File: src/rtl/clkset_pkg.sv
package clkset_pkg;
  typedef logic [3:0] bcd_t;
  typedef struct packed {
    bcd_t tens;
    bcd_t ones;
  } bcd2_t;
  localparam int unsigned NFIELD = 3;
endpackage

File: src/rtl/clkset_prescale.sv
module clkset_prescale #(
  parameter int unsigned CYC_PER_SEC = 50_000_000
) (
  input  logic clk_i,
  input  logic rst_ni,
  input  logic clr_i,
  output logic tick_o
);
  localparam int unsigned CW = $clog2(CYC_PER_SEC + 1);
  localparam logic [CW-1:0] LAST = CW'(CYC_PER_SEC - 1);

  logic [CW-1:0] cnt_q;

  assign tick_o = (cnt_q == LAST);

  always_ff @(posedge clk_i or negedge rst_ni) begin
    if (!rst_ni)                cnt_q <= '0;
    else if (clr_i || tick_o)   cnt_q <= '0;
    else                        cnt_q <= cnt_q + 1'b1;
  end

  // a cleared prescaler cannot tick in the following cycle
  a_r7_clr_gap: assert property (@(posedge clk_i) disable iff (!rst_ni)
    clr_i |=> !tick_o);
endmodule

File: src/rtl/clkset_btn.sv
module clkset_btn #(
  parameter int unsigned DEB_CYC  = 500_000,
  parameter int unsigned HOLD_CYC = 100_000_000,
  parameter int unsigned RPT_CYC  = 6_250_000
) (
  input  logic clk_i,
  input  logic rst_ni,
  input  logic btn_ni,
  output logic step_o
);
  localparam int unsigned DW = $clog2(DEB_CYC + 1);
  localparam int unsigned HW = $clog2(HOLD_CYC + 1);
  localparam int unsigned RW = $clog2(RPT_CYC + 1);
  localparam logic [DW-1:0] DEB_LAST = DW'(DEB_CYC - 1);
  localparam logic [HW-1:0] HOLD_MAX = HW'(HOLD_CYC);
  localparam logic [RW-1:0] RPT_LAST = RW'(RPT_CYC - 1);

  logic [1:0]    sync_q;
  logic [DW-1:0] deb_cnt_q;
  logic          db_q, db_prev_q;
  logic [HW-1:0] hold_cnt_q;
  logic [RW-1:0] rpt_cnt_q;
  logic          rep_mode, press;

  // sync_q holds "pressed" (inverted raw level)
  always_ff @(posedge clk_i or negedge rst_ni) begin
    if (!rst_ni) sync_q <= '0;
    else         sync_q <= {sync_q[0], ~btn_ni};
  end

  always_ff @(posedge clk_i or negedge rst_ni) begin
    if (!rst_ni) begin
      deb_cnt_q <= '0;
      db_q      <= 1'b0;
    end else if (sync_q[1] == db_q) begin
      deb_cnt_q <= '0;
    end else if (deb_cnt_q == DEB_LAST) begin
      deb_cnt_q <= '0;
      db_q      <= sync_q[1];
    end else begin
      deb_cnt_q <= deb_cnt_q + 1'b1;
    end
  end

  assign rep_mode = (hold_cnt_q == HOLD_MAX);
  assign press    = db_q & ~db_prev_q;

  always_ff @(posedge clk_i or negedge rst_ni) begin
    if (!rst_ni) begin
      db_prev_q  <= 1'b0;
      hold_cnt_q <= '0;
      rpt_cnt_q  <= '0;
    end else begin
      db_prev_q <= db_q;
      if (!db_q)          hold_cnt_q <= '0;
      else if (!rep_mode) hold_cnt_q <= hold_cnt_q + 1'b1;
      if (!rep_mode || !db_q)       rpt_cnt_q <= '0;
      else if (rpt_cnt_q == RPT_LAST) rpt_cnt_q <= '0;
      else                          rpt_cnt_q <= rpt_cnt_q + 1'b1;
    end
  end

  assign step_o = press | (db_q & rep_mode & (rpt_cnt_q == '0));

  // steps only while the debounced button is down
  a_r4_step_needs_press: assert property (@(posedge clk_i) disable iff (!rst_ni)
    step_o |-> db_q);
  // the accepted level only ever moves to the synchronized level
  a_r3_db_follows_sync: assert property (@(posedge clk_i) disable iff (!rst_ni)
    !$stable(db_q) |-> (db_q == $past(sync_q[1])));
  // auto-repeat never overlaps the initial press step
  a_r5_rep_after_hold: assert property (@(posedge clk_i) disable iff (!rst_ni)
    press |-> !rep_mode);
endmodule

File: src/rtl/clkset_field.sv
module clkset_field
  import clkset_pkg::*;
#(
  parameter bcd_t WRAP_TENS = 4'd5,
  parameter bcd_t WRAP_ONES = 4'd9
) (
  input  logic  clk_i,
  input  logic  rst_ni,
  input  logic  tick_i,
  input  logic  step_i,
  output bcd2_t val_o,
  output logic  carry_o
);
  bcd2_t val_q, val_nxt;
  logic  at_max;

  assign at_max  = (val_q.tens == WRAP_TENS) && (val_q.ones == WRAP_ONES);
  // a button step consumes any concurrent carry and never propagates one
  assign carry_o = tick_i & ~step_i & at_max;

  always_comb begin
    val_nxt = val_q;
    if (at_max) begin
      val_nxt = '0;
    end else if (val_q.ones == 4'd9) begin
      val_nxt.ones = 4'd0;
      val_nxt.tens = val_q.tens + 4'd1;
    end else begin
      val_nxt.ones = val_q.ones + 4'd1;
    end
  end

  always_ff @(posedge clk_i or negedge rst_ni) begin
    if (!rst_ni)               val_q <= '0;
    else if (tick_i || step_i) val_q <= val_nxt;
  end

  assign val_o = val_q;

  // digits stay inside the field's range
  a_r2_digit_range: assert property (@(posedge clk_i) disable iff (!rst_ni)
    (val_q.ones <= 4'd9) && (val_q.tens <= WRAP_TENS) &&
    !((val_q.tens == WRAP_TENS) && (val_q.ones > WRAP_ONES)));
  // an emitted carry leaves the field at zero
  a_r2_carry_wraps: assert property (@(posedge clk_i) disable iff (!rst_ni)
    carry_o |=> (val_q == '0));
  // a field without a step or tick keeps its value
  a_r8_idle_holds: assert property (@(posedge clk_i) disable iff (!rst_ni)
    (!tick_i && !step_i) |=> $stable(val_q));
endmodule

File: src/rtl/clkset_top.sv
module clkset_top
  import clkset_pkg::*;
#(
  parameter int unsigned CYC_PER_SEC = 50_000_000,
  parameter int unsigned DEB_CYC     = 500_000,
  parameter int unsigned HOLD_CYC    = 100_000_000,
  parameter int unsigned RPT_CYC     = 6_250_000
) (
  input  logic        clk_i,
  input  logic        rst_ni,
  input  logic [2:0]  btn_ni,
  output logic [23:0] time_bcd_o
);
  logic [NFIELD-1:0] step, carry, tick_in;
  bcd2_t             val [NFIELD];
  logic              sec_tick;

  clkset_prescale #(.CYC_PER_SEC(CYC_PER_SEC)) u_presc (
    .clk_i  (clk_i),
    .rst_ni (rst_ni),
    .clr_i  (step[0]),
    .tick_o (sec_tick)
  );

  // field 0 = seconds, 1 = minutes, 2 = hours
  for (genvar i = 0; i < NFIELD; i++) begin : g_field
    clkset_btn #(
      .DEB_CYC  (DEB_CYC),
      .HOLD_CYC (HOLD_CYC),
      .RPT_CYC  (RPT_CYC)
    ) u_btn (
      .clk_i  (clk_i),
      .rst_ni (rst_ni),
      .btn_ni (btn_ni[i]),
      .step_o (step[i])
    );

    if (i == 0) begin : g_src
      assign tick_in[i] = sec_tick;
    end else begin : g_src
      assign tick_in[i] = carry[i-1];
    end

    clkset_field #(
      .WRAP_TENS ((i == NFIELD-1) ? 4'd2 : 4'd5),
      .WRAP_ONES ((i == NFIELD-1) ? 4'd3 : 4'd9)
    ) u_field (
      .clk_i   (clk_i),
      .rst_ni  (rst_ni),
      .tick_i  (tick_in[i]),
      .step_i  (step[i]),
      .val_o   (val[i]),
      .carry_o (carry[i])
    );

    assign time_bcd_o[8*i +: 8] = val[i];
  end

  // without tick or step the whole time is frozen
  a_r9_frozen: assert property (@(posedge clk_i) disable iff (!rst_ni)
    (!sec_tick && (step == '0)) |=> $stable(time_bcd_o));
  // hours never leave 00..23
  a_r2_hours_ok: assert property (@(posedge clk_i) disable iff (!rst_ni)
    (time_bcd_o[23:20] < 4'd2) || (time_bcd_o[19:16] <= 4'd3));
  // the hours carry is never produced into nothing else
  a_r6_no_top_carry_on_step: assert property (@(posedge clk_i) disable iff (!rst_ni)
    step[1] |-> !carry[1]);
endmodule

File: config.mk
export PLATFORM = sky130hd
export DESIGN_NAME = clkset_top
export DESIGN_NICKNAME = d
export VERILOG_FILES = /design/src/rtl/clkset_pkg.sv /design/src/rtl/clkset_prescale.sv /design/src/rtl/clkset_btn.sv /design/src/rtl/clkset_field.sv /design/src/rtl/clkset_top.sv
export SDC_FILE = /design/constraint.sdc
export NUM_CORES = 1
export LEC_CHECK = 0
export BUFFER_PORTS_ARGS = -buffer_cell sky130_fd_sc_hd__buf_2
export CAP_MARGIN = 10
export CORE_MARGIN = 8
export CORE_UTILIZATION = 50
export CTS_BUF_LIST = sky130_fd_sc_hd__clkbuf_8
export CTS_CLUSTER_DIAMETER = 50
export DETAILED_ROUTE_END_ITERATION = 8
export PLACE_DENSITY = 0.66
export SYNTH_ARGS = -nofsm -noshare
export SYNTH_HDL_FRONTEND = slang
export SYNTH_SLANG_ARGS = --single-unit
export TNS_END_PERCENT = 100
File: constraint.sdc
create_clock -name clk_i -period 3.25 [get_ports clk_i]
set_input_delay 0.4875 -clock clk_i [delete_from_list [all_inputs] [get_ports clk_i]]
set_output_delay 0.4875 -clock clk_i [all_outputs]
set_load 0.05 [all_outputs]
==> results.md <==
* DR vias at between 9000 and 10000
* Postcts setup bufs at 0
* Fraction of registers with async set/reset at 100.0%
* Layout cells sized above 1 at 9.235%
* Total CTS buffers at 46
* Worst setup EP type: flop
* Mean Syn Cell Area at a little under 10 sq um
* First-pass GRT wire length at 43.18 mm
* # IOs at 29
* Rel. slew slack at between 30% and 40%
* Largest net degree at the start of global routing at 82
* Post-CTS resize count at 0
* Final hold vios at 0
* WL/cell at ~14 microns
* GRT Util Overall at between 10% and 20%
* Fillers at approximately 2300
* Starting Density at approximately half
* CP arrival at between 3 and 4 ns
* Die area at about 32000 sq um
* Area share of the largest cell type after synthesis at around 51%
* Final core occ at a little under three fifths
* WP data required at 3.73 ns
* Reg power frac at 50.8%
* Synthesis-stage register bit count at 269
* FP Rows at between 50 and 60
* Cell area after layout at 14800 sq um
* Final ANT Viol Nets at 0
* Chip Width at roughly 180 microns
* CTS tree: done
* Fin crit period at about 2.8 ns
* Int Power at a little over 5000 uW
* Antenna Cells at 0
* Clk pin slew, worst setup/hold paths at about 0.06 ns
* Number of enable flip-flop cells after synthesis at 0
* Worst setup SP type: flop
* Combinational Power Share at approximately 1.6%
* Peak supply drop at 0.3737 mV
* Cell Area, Placed at 13820 sq um
* Gpl congestion at slightly below 0.8
* Setup TNS at 0 ns
* Most frequent cells in the layout: dfrtp_1 (269), nor2_1 (225), nand2_1 (101)
* Fin. max-slew vios at 0
* Distinct cells, synth at between 50 and 60
* Synth Warn # at 0
* Initial antenna violation count at 0
* First-pass DRT Iterations at 4
* Static leakage at around 0.0065 uW
* Net Sw Power at between 1000 and 1500 uW
* Post-synth top area cell: dfrtp_1
* Clock skew at between 0.02 and 0.03 ns
* Switch share at a little over a fifth
* Max cap viols at 0
* Fmax achieved at between 300 and 400 MHz
* Mapped Area at 13180 sq um
* Buffer depth of the longest clock path at 3
* Cells after Synth at ~1400
* Vias in the first global route at 9457
* DRC violations left at 0
* Dpl hpwl at ~16 mm
* Gr ovfl total at 0
* Layout area overhead at 12.32%
* Final worst slack at approximately 0.42 ns
* HP Class: in -> reg
* Final setup violation count at 0
* Net count after synthesis at ~1400
* Top cells by area, synth: dfrtp_1 (51%), xor2_1 (6.6%), nor2_1 (6.4%), xnor2_1 (6.4%), nand3_1 (3.5%)
* Place WS at between 0.4 and 0.5 ns
* Crit Path Category: reg -> reg
* Status: completed
* Via density at 5.306
* H-tree depth at 2
* Seq/Total Area, Yosys at 51.08%
* Clk pwr share at 47.6%
* IO Port Bufs at 28
* Core Region at between 20000 and 30000 sq um
* CP max FO at 12
* Total routed wirelength at roughly 25 mm
* Die Y at roughly 180 microns
* Clk Latency, worst-skew pair at roughly 0.55 ns
* Most common cell after layout, fill and taps aside: dfrtp_1
* RSZ-0062 raised after global routing: false
* Sink Count at 269
* First DRT Iteration DRCs at ~530
* Tcrit/Tclk final at 87.02%
* P per Cell Area at between 400 and 500 nW/um^2
* Final nets at between 1000 and 1500
* Power, Total at 6646 uW
* Root buffer selected by CTS: clkbuf_8
* Worst-margin pin slew at approximately 0.92 ns
* Most used DFF post-synth: dfrtp_1
## area by class of cell
cell class / instances / area [sq um] / area share (%)
Clock inverter: 22 / 151.4 / 1.023
Timing Repair Buffer: 45 / 305.3 / 2.062
Sequential cell: 269 / 6731 / 45.47
Inverter: 46 / 172.7 / 1.166
Multi-Input combinational cell: 1009 / 6197 / 41.86
Clock buffer: 60 / 825.8 / 5.579
Tap cell: 335 / 419.2 / 2.832
## per-layer routing
layer,GRT usage [%],part of all wire (%)
met1,20.88,48
met2,26.34,47
met3,2.942,3.2
met4,4.685,2.2
met5,0,0
## logic make-up after synthesis
group                    Yosys count  share of synthesized area (%)
AO/OA/AOI/OAI                     93                          4.443
XOR/XNOR                         195                          12.96
adder cells (fa/ha/maj)           24                          2.279
buffers and inverters             74                          2.146
flip-flops                       269                          51.08
multiplexers                       7                         0.5696
AND/OR/NAND/NOR                  690                          26.53
## sequential cells by signal, summed over array words and instances (netlist names)
register and flops:
g_field.u_btn.db_q 3, g_field.u_btn.rpt_cnt_q 69, g_field.u_btn.hold_cnt_q 81, u_presc.cnt_q 26, g_field.u_btn.db_prev_q 3, g_field.u_btn.sync_q 6
g_field.u_btn.deb_cnt_q 57, g_field.u_field.val_o 24
## worst paths after layout
| kind | from | to | slack [ns] | cells after the start |
|---|---|---|---|---|
| max in group asynchronous | rst_ni | g_field[0].u_btn.deb_cnt_q[1] | 1.90 | 3 |
| hold reg to reg | g_field[0].u_btn.sync_q[0] | g_field[0].u_btn.sync_q[1] | 0.35 | 0 |
| min in group asynchronous | rst_ni | u_presc.cnt_q[5] | 0.49 | 2 |
| setup reg to reg | g_field[0].u_btn.hold_cnt_q[0] | g_field[0].u_field.val_o[7] | 0.42 | 9 |
| hold / removal | btn_ni[1] | g_field[1].u_btn.sync_q[0] | 0.08 | 2 |
| setup / recovery | g_field[0].u_btn.hold_cnt_q[0] | g_field[0].u_field.val_o[7] | 0.42 | 9 |
## synthesized netlist by cell type (24+ instances only)
cell and number:
and3_1 40, nor3_1 24, ha_1 24, nand4_1 41, dfrtp_1 269, nand2_1 101
or3_1 28, xnor2_1 96, o21ai_0 40, xor2_1 99, nand3_1 93, nor2_1 225
inv_1 46, and2_1 41
## through the flow
step	hold WS, ns	std cells
finish	0.08453	1786
CTS	0.05570	1786
global route	0.07150	1786
global placement	0.3333	1703
detailed placement	0.3393	1703
floorplan	0.1919	1352
## power by group through the flow
stage / Combinational [uW] / Sequential, uW / Clock [uW]
6_report: 106 / 3370 / 3170
5_1_grt: 127 / 3370 / 3400
4_1_cts: 114 / 3370 / 3270
3_5_place_dp: 112 / 3430 / 0
3_3_place_gp: 112 / 3430 / 0
2_1_floorplan: 27.4 / 3430 / 0
## repair_timing
item,in CTS,in global routing
hold endpoints to repair,65,0
hold buffers,1,0
setup endpoints to repair,0,0
## worst max-delay path, cell delays in order (launching register included)
cell	delay (ns)
dfrtp_1	0.40
inv_1	0.11
ha_1	0.15
or3b_1	0.33
or4_1	0.43
or4_4	0.55
nand3_4	0.16
nand2_4	0.09
or4_1	0.47
nand2_1	0.08
(Power assumes the default switching activity.)
